### config.mk
export PLATFORM = sky130hd
export DESIGN_NAME = rtc_rate_gen
export DESIGN_NICKNAME = d
export VERILOG_FILES = /design/src/rtl/rtc_rate_pkg.sv /design/src/rtl/rtc_prescale.sv /design/src/rtl/rtc_div_chain.sv /design/src/rtl/rtc_tap_sel.sv /design/src/rtl/rtc_rate_gen.sv
export SDC_FILE = /design/constraint.sdc
export NUM_CORES = 1
export LEC_CHECK = 0
export BUFFER_PORTS_ARGS = -buffer_cell sky130_fd_sc_hd__buf_2
export CAP_MARGIN = 5
export CORE_AREA = 10 10 88 90
export CTS_CLUSTER_DIAMETER = 30
export CTS_CLUSTER_SIZE = 10
export DETAILED_ROUTE_END_ITERATION = 16
export DIE_AREA = 0 0 98 100
export PLACE_DENSITY = 0.61
export SLEW_MARGIN = 20
export SYNTH_ARGS = -nofsm -noshare
export SYNTH_HDL_FRONTEND = slang
export SYNTH_SLANG_ARGS = --single-unit
### constraint.sdc
create_clock -name clk -period 2.2 [get_ports clk]
set_input_delay 0.44 -clock clk [delete_from_list [all_inputs] [get_ports clk]]
set_output_delay 0.44 -clock clk [all_outputs]
set_load 0.01 [all_outputs]
### src/rtl/rtc_rate_pkg.sv
package rtc_rate_pkg;

  localparam int unsigned CHAIN_W    = 15;
  localparam int unsigned RATE_W     = 4;
  localparam int unsigned DIV_W      = 3;
  localparam int unsigned PRE_HI_LOG = 7;
  localparam int unsigned PRE_MD_LOG = 5;
  localparam int unsigned PRE_W      = PRE_HI_LOG;
  localparam int unsigned EXP_W      = $clog2(CHAIN_W);
  localparam int unsigned LOWB_OFS   = 6;

  localparam logic [DIV_W-1:0] DIV_HI_BASE = 3'b000;
  localparam logic [DIV_W-1:0] DIV_MD_BASE = 3'b001;

  function automatic logic div_is_hold(input logic [DIV_W-1:0] code);
    return code[2] & code[1];
  endfunction

  function automatic logic div_is_low_base(input logic [DIV_W-1:0] code);
    return (code != DIV_HI_BASE) && (code != DIV_MD_BASE) && !div_is_hold(code);
  endfunction

endpackage

### src/rtl/rtc_prescale.sv
module rtc_prescale
  import rtc_rate_pkg::*;
#(
  parameter int unsigned HI_LOG = PRE_HI_LOG,
  parameter int unsigned MD_LOG = PRE_MD_LOG
) (
  input  logic             clk,
  input  logic             rst_n,
  input  logic             base_tick_i,
  input  logic [DIV_W-1:0] div_sel_i,
  output logic             tick_o
);

  localparam int unsigned W = HI_LOG;

  logic [W-1:0] cnt_q, cnt_d;
  logic [W-1:0] wrap_mask;
  logic         hold;

  assign hold = div_is_hold(div_sel_i);

  always_comb begin
    unique case (div_sel_i)
      DIV_HI_BASE: wrap_mask = W'((1 << HI_LOG) - 1);
      DIV_MD_BASE: wrap_mask = W'((1 << MD_LOG) - 1);
      default:     wrap_mask = '0;
    endcase
  end

  assign tick_o = base_tick_i && !hold && ((cnt_q & wrap_mask) == wrap_mask);

  always_comb begin
    cnt_d = cnt_q;
    if (hold) begin
      cnt_d = '0;
    end else if (base_tick_i) begin
      cnt_d = (cnt_q + 1'b1) & wrap_mask;
    end
  end

  always_ff @(posedge clk or negedge rst_n) begin
    if (!rst_n) begin
      cnt_q <= '0;
    end else begin
      cnt_q <= cnt_d;
    end
  end

endmodule

### src/rtl/rtc_div_chain.sv
module rtc_div_chain
  import rtc_rate_pkg::*;
#(
  parameter int unsigned W = CHAIN_W
) (
  input  logic         clk,
  input  logic         rst_n,
  input  logic         tick_i,
  input  logic         hold_i,
  output logic [W-1:0] cnt_o,
  output logic         sec_o
);

  logic [W-1:0] cnt_q, cnt_d;
  logic         sec_q, sec_d;

  always_comb begin
    cnt_d = cnt_q;
    sec_d = 1'b0;
    if (hold_i) begin
      cnt_d = '0;
    end else if (tick_i) begin
      cnt_d = cnt_q + 1'b1;
      sec_d = &cnt_q;
    end
  end

  always_ff @(posedge clk or negedge rst_n) begin
    if (!rst_n) begin
      cnt_q <= '0;
      sec_q <= 1'b0;
    end else begin
      cnt_q <= cnt_d;
      sec_q <= sec_d;
    end
  end

  assign cnt_o = cnt_q;
  assign sec_o = sec_q;

endmodule

### src/rtl/rtc_tap_sel.sv
module rtc_tap_sel
  import rtc_rate_pkg::*;
#(
  parameter int unsigned W = CHAIN_W
) (
  input  logic              clk,
  input  logic              rst_n,
  input  logic              tick_i,
  input  logic              hold_i,
  input  logic              low_base_i,
  input  logic [W-1:0]      cnt_i,
  input  logic [RATE_W-1:0] rate_sel_i,
  input  logic              sqw_en_i,
  output logic              pulse_o,
  output logic              sqw_o
);

  logic [EXP_W-1:0] tap_exp;
  logic [W:0]       one_ext;
  logic [W-1:0]     full_mask, half_mask;
  logic             rate_on, at_full, at_half;
  logic             pulse_q, pulse_d, sqw_q, sqw_d;

  assign one_ext = {{W{1'b0}}, 1'b1};
  assign rate_on = (rate_sel_i != '0);

  always_comb begin
    if (low_base_i && (rate_sel_i == RATE_W'(1) || rate_sel_i == RATE_W'(2))) begin
      tap_exp = EXP_W'(rate_sel_i) + EXP_W'(LOWB_OFS);
    end else begin
      tap_exp = EXP_W'(rate_sel_i) - 1'b1;
    end
  end

  always_comb begin
    full_mask = W'((one_ext << tap_exp) - 1'b1);
    if (tap_exp == '0) begin
      half_mask = '0;
    end else begin
      half_mask = W'((one_ext << (tap_exp - 1'b1)) - 1'b1);
    end
  end

  assign at_full = tick_i && ((cnt_i & full_mask) == full_mask);
  assign at_half = tick_i && ((cnt_i & half_mask) == half_mask);

  always_comb begin
    pulse_d = !hold_i && rate_on && at_full;
    if (hold_i || !sqw_en_i || !rate_on) begin
      sqw_d = 1'b0;
    end else if (at_half) begin
      sqw_d = !sqw_q;
    end else begin
      sqw_d = sqw_q;
    end
  end

  always_ff @(posedge clk or negedge rst_n) begin
    if (!rst_n) begin
      pulse_q <= 1'b0;
      sqw_q   <= 1'b0;
    end else begin
      pulse_q <= pulse_d;
      sqw_q   <= sqw_d;
    end
  end

  assign pulse_o = pulse_q;
  assign sqw_o   = sqw_q;

endmodule

### src/rtl/rtc_rate_gen.sv
module rtc_rate_gen
  import rtc_rate_pkg::*;
#(
  parameter int unsigned CHAIN_BITS = CHAIN_W,
  parameter int unsigned SYNC_DEPTH = 2
) (
  input  logic              clk,
  input  logic              rst_n,
  input  logic              base_tick_i,
  input  logic [DIV_W-1:0]  div_sel_i,
  input  logic [RATE_W-1:0] rate_sel_i,
  input  logic              sqw_en_i,
  output logic              periodic_o,
  output logic              sqw_o,
  output logic              sec_tick_o
);

  logic [SYNC_DEPTH-1:0] rst_sync_q;
  logic                  rst_int_n;
  logic                  tick32k;
  logic                  hold;
  logic                  low_base;
  logic [CHAIN_BITS-1:0] chain_cnt;

  always_ff @(posedge clk or negedge rst_n) begin
    if (!rst_n) begin
      rst_sync_q <= '0;
    end else begin
      rst_sync_q <= {rst_sync_q[SYNC_DEPTH-2:0], 1'b1};
    end
  end
  assign rst_int_n = rst_sync_q[SYNC_DEPTH-1];

  assign hold     = div_is_hold(div_sel_i);
  assign low_base = div_is_low_base(div_sel_i);

  rtc_prescale u_pre (
    .clk         (clk),
    .rst_n       (rst_int_n),
    .base_tick_i (base_tick_i),
    .div_sel_i   (div_sel_i),
    .tick_o      (tick32k)
  );

  rtc_div_chain #(.W(CHAIN_BITS)) u_chain (
    .clk    (clk),
    .rst_n  (rst_int_n),
    .tick_i (tick32k),
    .hold_i (hold),
    .cnt_o  (chain_cnt),
    .sec_o  (sec_tick_o)
  );

  rtc_tap_sel #(.W(CHAIN_BITS)) u_tap (
    .clk        (clk),
    .rst_n      (rst_int_n),
    .tick_i     (tick32k),
    .hold_i     (hold),
    .low_base_i (low_base),
    .cnt_i      (chain_cnt),
    .rate_sel_i (rate_sel_i),
    .sqw_en_i   (sqw_en_i),
    .pulse_o    (periodic_o),
    .sqw_o      (sqw_o)
  );

endmodule

Yosys cells after proc, flatten, opt, wreduce, memory -nomap -nowiden
Index checks and enable logic that the tools add are counted.

Add/subtract/negate cells: 7. Muxes and demuxes: 11. Bitwise logic cells: 5. Shift operators: 2. Reduce and logical (&&, ||, !) cells: 24. Equal/unequal tests: 7.

Operators by type and width (number): 15-bit 2-to-1 mux (3); 15-bit bitwise AND (2); 15-bit == test (2); 1-bit by 4-bit << shifter with 15-bit output (first input constant) (2); 15-bit by 1-bit subtractor with 15-bit output (second input constant) (2); 15-bit by 1-bit adder with 15-bit output (second input constant) (1); 15-bit AND reduction (1); 7-bit bitwise AND (2); 7-bit 2-to-1 mux (2); 7-bit case mux with 2 select lines (1); 1-bit logical AND (9); 4-bit by 1-bit subtractor with 4-bit output (second input constant) (2); 7-bit by 1-bit adder with 7-bit output (second input constant) (1); 7-bit == test (1); 2-bit nonzero test (3); 4-bit by 3-bit adder with 4-bit output (second input constant) (1); 4-bit by 1-bit == test with 1-bit output (second input constant) (1); 4-bit by 2-bit == test with 1-bit output (second input constant) (1); 1-bit zero test (4); 4-bit zero test (1); 1-bit 2-to-1 mux (4); 4-bit 2-to-1 mux (1); 4-bit nonzero test (1); 3-bit by 1-bit == test with 1-bit output (second input constant) (1); other kinds (5) (7).

Word-level logic and storage cells: 62. Register bits: 27. Output and inout port bits: 3. Bits of input ports: 11.

Longest topological paths before layout
Gate-level depths: netlist of run 1.

Word-level depth: 14. Mapped depth: 17. Depth with buffers taken out: 16.

Modules after synthesis
From an unflattened synthesis of run 1, not the netlist that was laid out.

Cells, all modules: 379. Area, all modules: 2949.1 µm².

By module, submodules not included: rtc_tap_sel (area an instance 1590.3 µm², cells an instance 238, instances 1); rtc_div_chain (area an instance 837.1 µm², cells an instance 83, instances 1); rtc_prescale (area an instance 451.7 µm², cells an instance 53, instances 1); rtc_rate_gen (area an instance 70.1 µm², cells an instance 5, instances 1).

Worst setup path after synthesis of run 1
No wires, ideal clock.

Kind: input port to flip-flop. From: input rate_sel_i[1]. To: register u_tap.sqw_q (netlist: u_tap.sqw_o). Stages: 17. Library setup time: 0.069 ns. Slack: -1.370 ns. Data arrival time: 3.502 ns. Path through: inv_1 ha_1 o21a_1 a32o_1 nor2_2 buf_4 buf_2 nand3_1 ha_1 inv_1 nor2_1 and3_1 a41oi_1 o311a_1 o2111ai_1 or4_1 nand3_1.

Cells in the longest elaborated chain, start to end: 12. Elaborated cells between the ends (all ways): 20.

RTL lines: start: declaration (line rtc_rate_gen.sv:11) `input logic [RATE_W-1:0] rate_sel_i,`; parallel branches: the longest is 12 deep, another holds 15-bit by 1-bit subtractor with 15-bit output; end signal: assignment (line rtc_tap_sel.sv:64) `sqw_q <= sqw_d;`; end: declaration (line rtc_tap_sel.sv:22) `logic pulse_q, pulse_d, sqw_q, sqw_d;`.

Several ways; the timed one is not identified. A chain may end at the register's enable or synchronous reset.

Final worst setup path of run 1
Same ends and word-level chain as after synthesis.

==> flow_metrics.tcl, run 1 <==
set metrics [dict create \
    synthArstFlopShare_pct 100 \
    hold_slack_ns 0.228 \
    syn_inst 374 \
    maxCapViolations 0 \
    path_clk_slew_ns 0.09 \
    diodes 0 \
    core_sq_um 6130 \
    cp-end-kind "register" \
    drive_above_1_share_pct 42.1 \
    clock_latency_ns 0.27 \
    r2r_setup_slack_ns -0.16 \
    layout_commonest_cell "buf_4" \
    worst_slew_pin_slew_ns 0.548 \
    die_area_sq_um 9800 \
    cts.htree.levels 1 \
    die_h_um 100 \
    clkSinkCount 27 \
    r2r_cells 9 \
    fin_nets 528 \
    slew_viol_final 0 \
    ys_types 72 \
    critPathMaxFanout 5 \
    synth_area_leaders "dfrtp_1 (23%), ha_1 (5.2%), o21ai_0 (4.8%)" \
    peakVddDrop_mv 0.542 \
    r2r-start "u_pre.cnt_q[2]$_DFFE_PN0P_" \
    dr_total_vias 3510 \
    drcViolationCount 0 \
    seq_area_frac_synth_pct 23.2 \
    grt_max_degree 26 \
    power.leakage_nw 1.89 \
    final_cell_mix "buf_4 (120), nor2_1 (35), dfrtp_1 (27)" \
    multiInputGateArea_sq_um 2360 \
    routedWlPerCell_um 18.0 \
    place_area_sq_um 3910 \
    final_area_sq_um 4350 \
    area_growth_pct 49.4 \
    skew_ns 0.00626 \
    ant_nets 0 \
    initial_utilization_pct 47.5 \
    fin_crit_ns 3.26 \
    grt_pass1_wl_um 17100 \
    yosys.area.top_type "dfrtp_1" \
    cts_buffers 3 \
    fin_ws_ns -1.06 \
    setup_viol 2 \
    drtIter0Drc 250 \
    ys_ff_latch 27 \
    path_class "input port to register" \
    root_buffer "clkbuf_8" \
    seqCellArea_sq_um 676 \
    slew_headroom_pct 63.5 \
    dp_hpwl_um 7680 \
    start_kind "input port" \
    drt_wl_total_um 10500 \
    hp-class "register to asynchronous set/reset pin" \
    violations "negative setup slack" \
    drt-vias-per-instance 6.04 \
    rsz0062_at_grt "true" \
    synth-main-ff-cell "dfrtp_1" \
    fillers 503 \
    synth_top_area_share_pct 23.2 \
    syn_avg_cell_area_sq_um 7.78 \
    p_per_area_nw_per_um2 422 \
    status "finished with violations" \
    finalHoldViolCount 0 \
    port_buffers 13 \
    synth-edff-count 0 \
    cp.arrival_ns 3.47 \
    syn_nets 397 \
    grt_overflow 0 \
    yosysWarnings 0 \
    die_w_um 98 \
    fmax_mhz 307 \
    cp.required_ns 2.41 \
    grtUsageTotal_pct 20.5 \
    cts_tree "yes" \
    io_pins 14 \
    synth.cell_area_sq_um 2910 \
    period_share_pct 148 \
    grt_pass1_vias 3492 \
    gp_congestion 0.976 \
    clockBufferDepth 2 \
    reg2reg_to "u_tap.sqw_o$_DFFE_PN0P_" \
    firstDrtPassIters 5 \
    rows 29 \
    grt_antenna_before_repair 0 \
]
worst max-delay path: stages:
cell and delay (ns):
buf_8 0.08, clkinvlp_4 0.17, ha_4 0.27, nand2b_4 0.14
or3_4 0.33, mux2_4 0.30, o21ai_4 0.08, nand3_4 0.09
ha_4 0.20, inv_6 0.07, nor2_4 0.04, and3_4 0.16
a41oi_2 0.19, o311a_1 0.26, o2111ai_2 0.13, or4_1 0.42
nand3_1 0.08
cells in the mapped netlist (all sizes together), types with 10 or more instances:
cell    n
ha     12
and3   10
a21oi  24
xor2   11
o21ai  35
dfrtp  27
nor3   11
nand2  27
nand3  27
buf    10
nor2   40
inv    15
worst max path at each step:
stage                   from                 endpoint  slack, ns  cells after the start
2_1_floorplan  rate_sel_i[1]  u_tap.sqw_o$_DFFE_PN0P_      -1.01                     16
3_3_place_gp   rate_sel_i[1]  u_tap.sqw_o$_DFFE_PN0P_      -1.26                     17
6_report       rate_sel_i[1]  u_tap.sqw_o$_DFFE_PN0P_      -1.06                     17
4_1_cts        rate_sel_i[1]  u_tap.sqw_o$_DFFE_PN0P_      -0.96                     16
5_1_grt        rate_sel_i[1]  u_tap.sqw_o$_DFFE_PN0P_      -1.15                     16
3_5_place_dp   rate_sel_i[1]  u_tap.sqw_o$_DFFE_PN0P_      -1.35                     17
stage by stage:
step	utilization, %	power [mW]	instances	TNS, ns	setup slack [ns]
after floorplan	-	1.04	374	-1.92	-1.01
after global placement	63.7	1.38	560	-2.90	-1.26
after detailed placement	63.7	1.39	560	-3.32	-1.35
after CTS	70.4	1.81	581	-1.62	-0.960
after global routing	70.9	1.94	581	-1.99	-1.15
final	70.9	1.84	581	-1.76	-1.06
metal layers:
layer / global-route usage [%] / wire length (um) / share of wire, % / up-vias
li1: - / - / - / 1665
met1: 24.4 / 4210 / 40 / 1640
met2: 35.5 / 5070 / 48 / 158
met3: 3.57 / 739 / 7.1 / 47
met4: 8.72 / 456 / 4.4 / 0
met5: 0 / 0 / 0 / -
flip-flops by register name, summed over array words and instances (netlist names):
signal and count:
rst_sync_q 2, u_chain.cnt_o 15, u_chain.sec_o 1, u_pre.cnt_q 7
u_tap.pulse_o 1, u_tap.sqw_o 1
cells by family (layout without fill, tap and decap cells):
family,Yosys count,count (layout),share of synthesized area (%)
compound gates,122,122,30.0
xor+xnor,18,18,5.67
fa+ha+maj,12,12,5.16
buf+inv,32,162,5.24
flops,27,27,23.2
mux,9,9,3.78
other cells,1,1,0.129
simple gates,153,153,26.8
cell type report:
type	instances	area share [%]
clock buffer	3	0.949
inverter	15	1.55
multi-input combinational	315	54.4
tap	77	2.22
sequential	27	15.5
clock inverter	1	0.173
timing repair buffer	143	25.2
power by group:
group          leakage (nW)  switching (mW)  internal (mW)  total, mW
Clock                0.0217           0.151          0.129      0.280
Combinational          1.50           0.520          0.488       1.01
Sequential            0.369          0.0319          0.515      0.547
Total                  1.89           0.703           1.13       1.84
what timing repair did:
item                                   4_1_cts  5_1_grt
setup endpoints to repair                    2        6
pin swaps                                   23        2
gates resized for setup                     49        8
endpoints found under the hold margin        2        0
buffers inserted                            16        0
hold buffers                                 1        0
(Power assumes the default switching activity.)
==> inputs of run 2 (changes only) <==
CORE_AREA = 10 10 103 77   (was 10 10 88 90)
DIE_AREA = 0 0 113 87   (was 0 0 98 100)
PLACE_DENSITY = 0.62   (was 0.61)
==> flow_metrics.tcl, run 2 (synthesized netlist as in run 1, its figures left out) <==
set metrics [dict create \
    largest_reg_flops 15 \
    path_class "input port to register" \
    die_area_sq_um 9830 \
    multiInputGateArea_sq_um 2380 \
    period_share_pct 148 \
    hp-class "register to asynchronous set/reset pin" \
    cp.arrival_ns 3.46 \
    place_area_sq_um 3930 \
    gp_congestion 0.991 \
    grtUsageTotal_pct 21.0 \
    routedWlPerCell_um 18.5 \
    port_buffers 13 \
    cts_buffers 3 \
    dp_hpwl_um 8160 \
    skew_ns 0.00934 \
    worst_slew_pin_slew_ns 0.597 \
    maxCapViolations 0 \
    drtIter0Drc 338 \
    r2r_cells 10 \
    cts_tree "yes" \
    die_h_um 87 \
    final_cell_mix "buf_4 (123), nor2_1 (33), dfrtp_1 (27)" \
    final_area_sq_um 4370 \
    violations "negative setup slack" \
    peakVddDrop_mv 0.275 \
    status "finished with violations" \
    p_per_area_nw_per_um2 429 \
    fin_ws_ns -1.05 \
    clockBufferDepth 2 \
    drive_above_1_share_pct 42.6 \
    fillers 471 \
    fin_crit_ns 3.25 \
    setup_viol 2 \
    fin_nets 529 \
    core_sq_um 6040 \
    dp_slack_ns -1.42 \
    dr_total_vias 3503 \
    grt_pass1_wl_um 17100 \
    finalHoldViolCount 0 \
    drt_wl_total_um 10800 \
    layout_commonest_cell "buf_4" \
    slew_headroom_pct 59.8 \
    setup_tns_ns -1.90 \
    cp.required_ns 2.42 \
    clkSinkCount 27 \
    initial_utilization_pct 48.2 \
    power.leakage_nw 1.92 \
    drcViolationCount 0 \
    path_clk_slew_ns 0.10 \
    rsz0062_at_grt "true" \
    drt-vias-per-instance 6.01 \
    firstDrtPassIters 5 \
    die_w_um 113 \
    cp-end-kind "register" \
    ant_nets 0 \
    grt_pass1_vias 3272 \
    root_buffer "clkbuf_8" \
    seqCellArea_sq_um 676 \
    start_kind "input port" \
    area_growth_pct 49.9 \
    grt_max_degree 26 \
    rows 24 \
    slew_viol_final 0 \
    grt_overflow 0 \
    io_pins 14 \
    fmax_mhz 308 \
    clock_latency_ns 0.27 \
    grt_antenna_before_repair 0 \
    diodes 0 \
    critPathMaxFanout 11 \
    cts.htree.levels 1 \
]
[run 2: cell count changes in the layout (fill, tap and decap cells not counted), sizes merged]
cell  previous run  this run
buf            142       143
[run 2: metal layers]
metal,vias up,track usage (%),routed length [um]
met1,1685,30.3,5220
li1,1663,-,-
met3,6,7.37,1060
met5,-,0,0
met2,149,30.1,4480
met4,0,2.18,49
[run 2: what timing repair did]
item / 4_1_cts / 5_1_grt
endpoints found under the setup margin: 2 / 4
cloned: 0 / 0
endpoints found under the hold margin: 2 / 0
hold buffers: 1 / 0
setup buffers: 16 / 0
pin swaps: 25 / 20
gates resized for setup: 41 / 21
[run 2: stage by stage]
step	total power [mW]	hold WS (ns)	instances	utilization [%]
2_1_floorplan	1.04	0.144	374	-
3_3_place_gp	1.41	0.226	564	65.1
3_5_place_dp	1.41	0.229	564	65.1
4_1_cts	1.80	0.256	585	70.9
5_1_grt	1.97	0.294	583	72.3
6_report	1.87	0.245	583	72.3
[run 2: final timing paths]
kind,slack (ns),startpoint,to
max in group asynchronous,1.63,rst_n,rst_sync_q[1]$_DFF_PN0_
worst max register to register,-0.15,u_pre.cnt_q[2]$_DFFE_PN0P_,u_tap.sqw_o$_DFFE_PN0P_
worst max-delay path,-1.05,rate_sel_i[1],u_tap.sqw_o$_DFFE_PN0P_
worst min register to register,0.25,rst_sync_q[1]$_DFF_PN0_,u_chain.sec_o$_DFF_PN0_
worst min-delay path,0.25,rst_sync_q[1]$_DFF_PN0_,u_chain.sec_o$_DFF_PN0_
min in group clk,0.37,rst_sync_q[0]$_DFF_PN0_,rst_sync_q[1]$_DFF_PN0_
[run 2: power by group]
part	switching [mW]	leakage, nW	internal (mW)	total [mW]
Combinational	0.541	1.52	0.502	1.04
Sequential	0.0321	0.369	0.515	0.548
Clock	0.156	0.0217	0.128	0.285
Total	0.729	1.92	1.15	1.87
[run 2: worst max-delay path, cell delays in order]
cell,delay [ns]
buf_8,0.10
clkinvlp_4,0.11
buf_6,0.12
buf_6,0.09
ha_4,0.12
a21bo_4,0.22
buf_6,0.11
a211oi_4,0.29
or2_4,0.23
buf_6,0.12
buf_4,0.18
o21ai_1,0.11
a221oi_2,0.28
mux2_4,0.23
o211ai_1,0.10
or4_1,0.49
nand3_1,0.09
[run 2: final cells by class]
class / instances / area share (%)
well taps: 78 / 2.24
clock buffers: 3 / 0.946
clock inverters: 1 / 0.172
flip-flops and latches: 27 / 15.5
repair buffers: 144 / 25.1
inverters: 15 / 1.49
multi-input cells: 315 / 54.6
==> inputs of run 3 (changes only) <==
MAX_ROUTING_LAYER = met4   (was not set)
==> flow_metrics.tcl, run 3 (synthesized netlist as in run 1, its figures left out) <==
set metrics [dict create \
    die_h_um 87 \
    p_clk_share_pct 15.4 \
    maxCapViolations 0 \
    crit_slowest_cell "a311oi_2" \
    cp.required_ns 2.36 \
    area_growth_pct 46.4 \
    root_buffer "clkbuf_8" \
    start_kind "input port" \
    initial_utilization_pct 48.2 \
    cp-end-kind "register" \
    peakVddDrop_mv 0.263 \
    hold_slack_ns 0.237 \
    rsz0062_at_grt "true" \
    combinationalPowerShare_pct 54.6 \
    cts_buffers 3 \
    power.leakage_nw 1.85 \
    drcViolationCount 0 \
    grtUsageTotal_pct 21.1 \
    fin_crit_ns 3.17 \
    dp_hpwl_um 7940 \
    grt_overflow 0 \
    power_switching_mw 0.714 \
    p_per_area_nw_per_um2 429 \
    cts_tree "yes" \
    crit_path_frequent_cell "buf_4" \
    fin_ws_ns -0.973 \
    grt_antenna_before_repair 0 \
    drive_above_1_share_pct 42.1 \
    largest_reg_flops 15 \
    critPathMaxFanout 6 \
    slew_headroom_pct 60.5 \
    io_pins 14 \
    routedWlPerCell_um 18.4 \
    slew_viol_final 0 \
    core_sq_um 6040 \
    status "finished with violations" \
    ant_nets 0 \
    r2r_setup_slack_ns -0.16 \
    met3_length_um 1170 \
    clockBufferDepth 2 \
    violations "negative setup slack" \
    die_w_um 113 \
    rows 24 \
    fmax_mhz 315 \
    top_layer_used "met4" \
    drt-vias-per-instance 6.11 \
    clock_latency_ns 0.27 \
    cts.htree.levels 1 \
    grt_pass1_vias 3233 \
    fin_nets 516 \
    grt_pass1_wl_um 16700 \
    dr_total_vias 3483 \
    wl_met2_um 4290 \
    gp_congestion 1.02 \
    grt_max_degree 26 \
    worst_slew_pin_slew_ns 0.587 \
    path_clk_slew_ns 0.09 \
    layout_commonest_cell "buf_4" \
    drt_wl_total_um 10500 \
    clkSinkCount 27 \
    port_buffers 13 \
    seqPwrFrac_pct 30.0 \
    internal_power_mw 1.12 \
    final_cell_mix "buf_4 (113), nor2_1 (32), dfrtp_1 (27)" \
    path_class "input port to register" \
    cp.arrival_ns 3.33 \
    path_cells "buf_8 -> clkinvlp_4 -> buf_4 -> ha_2 -> xor2_4 -> buf_4 -> buf_4 -> a211oi_4 -> mux2i_4 -> buf_4 -> or2b_1 -> a2111oi_1 -> a311oi_2 -> o2111ai_2 -> buf_4 -> o31ai_1 -> nand3_1" \
    p_sw_share_pct 39.0 \
    wl_met1_um 4890 \
    drtIter0Drc 349 \
    setup_viol 2 \
    slowest_delay_ns 0.36 \
    die_area_sq_um 9830 \
    diodes 0 \
    skew_ns 0.00255 \
    firstDrtPassIters 5 \
    power.total_mw 1.83 \
    hp-class "register to asynchronous set/reset pin" \
    period_share_pct 144 \
    finalHoldViolCount 0 \
]
[run 3: changes by cell type in the layout (fill, tap and decap cells not counted), moves of 2 or more]
cell      previous run  this run
and3_1               9         7
nand3_2              4         2
nand3_1             22        24
buf_4              123       113
a221oi_4             2         0
ha_2                 1         3
nor2_4               1         3
buf_6                8         4
[run 3: layout make-up]
cell class                 instances  area, sq um
multi-input combinational        315         2380
fill                             495         1770
timing repair buffer             131          993
sequential                        27          676
tap                               78         97.6
inverter                          15         65.1
clock buffer                       3         41.3
clock inverter                     1         7.51
[run 3: repair_timing]
item	CTS	global route
endpoints found under the setup margin	2	6
hold buffers	1	0
endpoints found under the hold margin	2	0
buffers inserted	7	3
gates resized for setup	31	30
pin swaps	20	25
[run 3: metal layers]
metal  vias to the layer above  track usage (%)
met3                        16             5.99
li1                       1649                -
met4                         0             3.45
met5                         -                -
met2                       178             29.2
met1                      1640             29.9
[run 3: final timing paths]
kind,start,end,depth (start not counted)
min in group clk,rst_sync_q[0]$_DFF_PN0_,rst_sync_q[1]$_DFF_PN0_,0
setup reg to reg,u_pre.cnt_q[2]$_DFFE_PN0P_,u_tap.sqw_o$_DFFE_PN0P_,11
hold / removal,rst_sync_q[1]$_DFF_PN0_,u_chain.cnt_o[7]$_DFFE_PN0P_,1
setup / recovery,rate_sel_i[1],u_tap.sqw_o$_DFFE_PN0P_,17
max in group asynchronous,rst_n,rst_sync_q[1]$_DFF_PN0_,2
hold reg to reg,rst_sync_q[1]$_DFF_PN0_,u_chain.cnt_o[7]$_DFFE_PN0P_,1
[run 3: power groups by stage]
stage	logic, mW	clock network, mW	registers (mW)
2_1_floorplan	0.492	0	0.552
3_3_place_gp	0.838	0	0.555
3_5_place_dp	0.840	0	0.555
4_1_cts	0.911	0.286	0.546
5_1_grt	1.06	0.307	0.551
6_report	0.999	0.282	0.548
[run 3: critical path, delay by kind of cell]
family | cells | cell delay [ns]
compound gates | 5 | 1.08
buf+inv | 7 | 1.03
simple gates | 2 | 0.24
fa+ha+maj | 1 | 0.21
xor+xnor | 1 | 0.17
mux | 1 | 0.15
[run 3: metrics by stage]
step | utilization (%) | setup TNS [ns] | cell area [sq um] | std cells | setup WS [ns]
2_1_floorplan | - | -1.92 | 3000 | 374 | -1.01
3_3_place_gp | 64.2 | -3.24 | 3870 | 555 | -1.27
3_5_place_dp | 64.2 | -3.45 | 3870 | 555 | -1.42
4_1_cts | 68.2 | -1.76 | 4120 | 567 | -1.05
5_1_grt | 70.6 | -1.95 | 4260 | 570 | -1.04
6_report | 70.6 | -1.79 | 4260 | 570 | -0.973
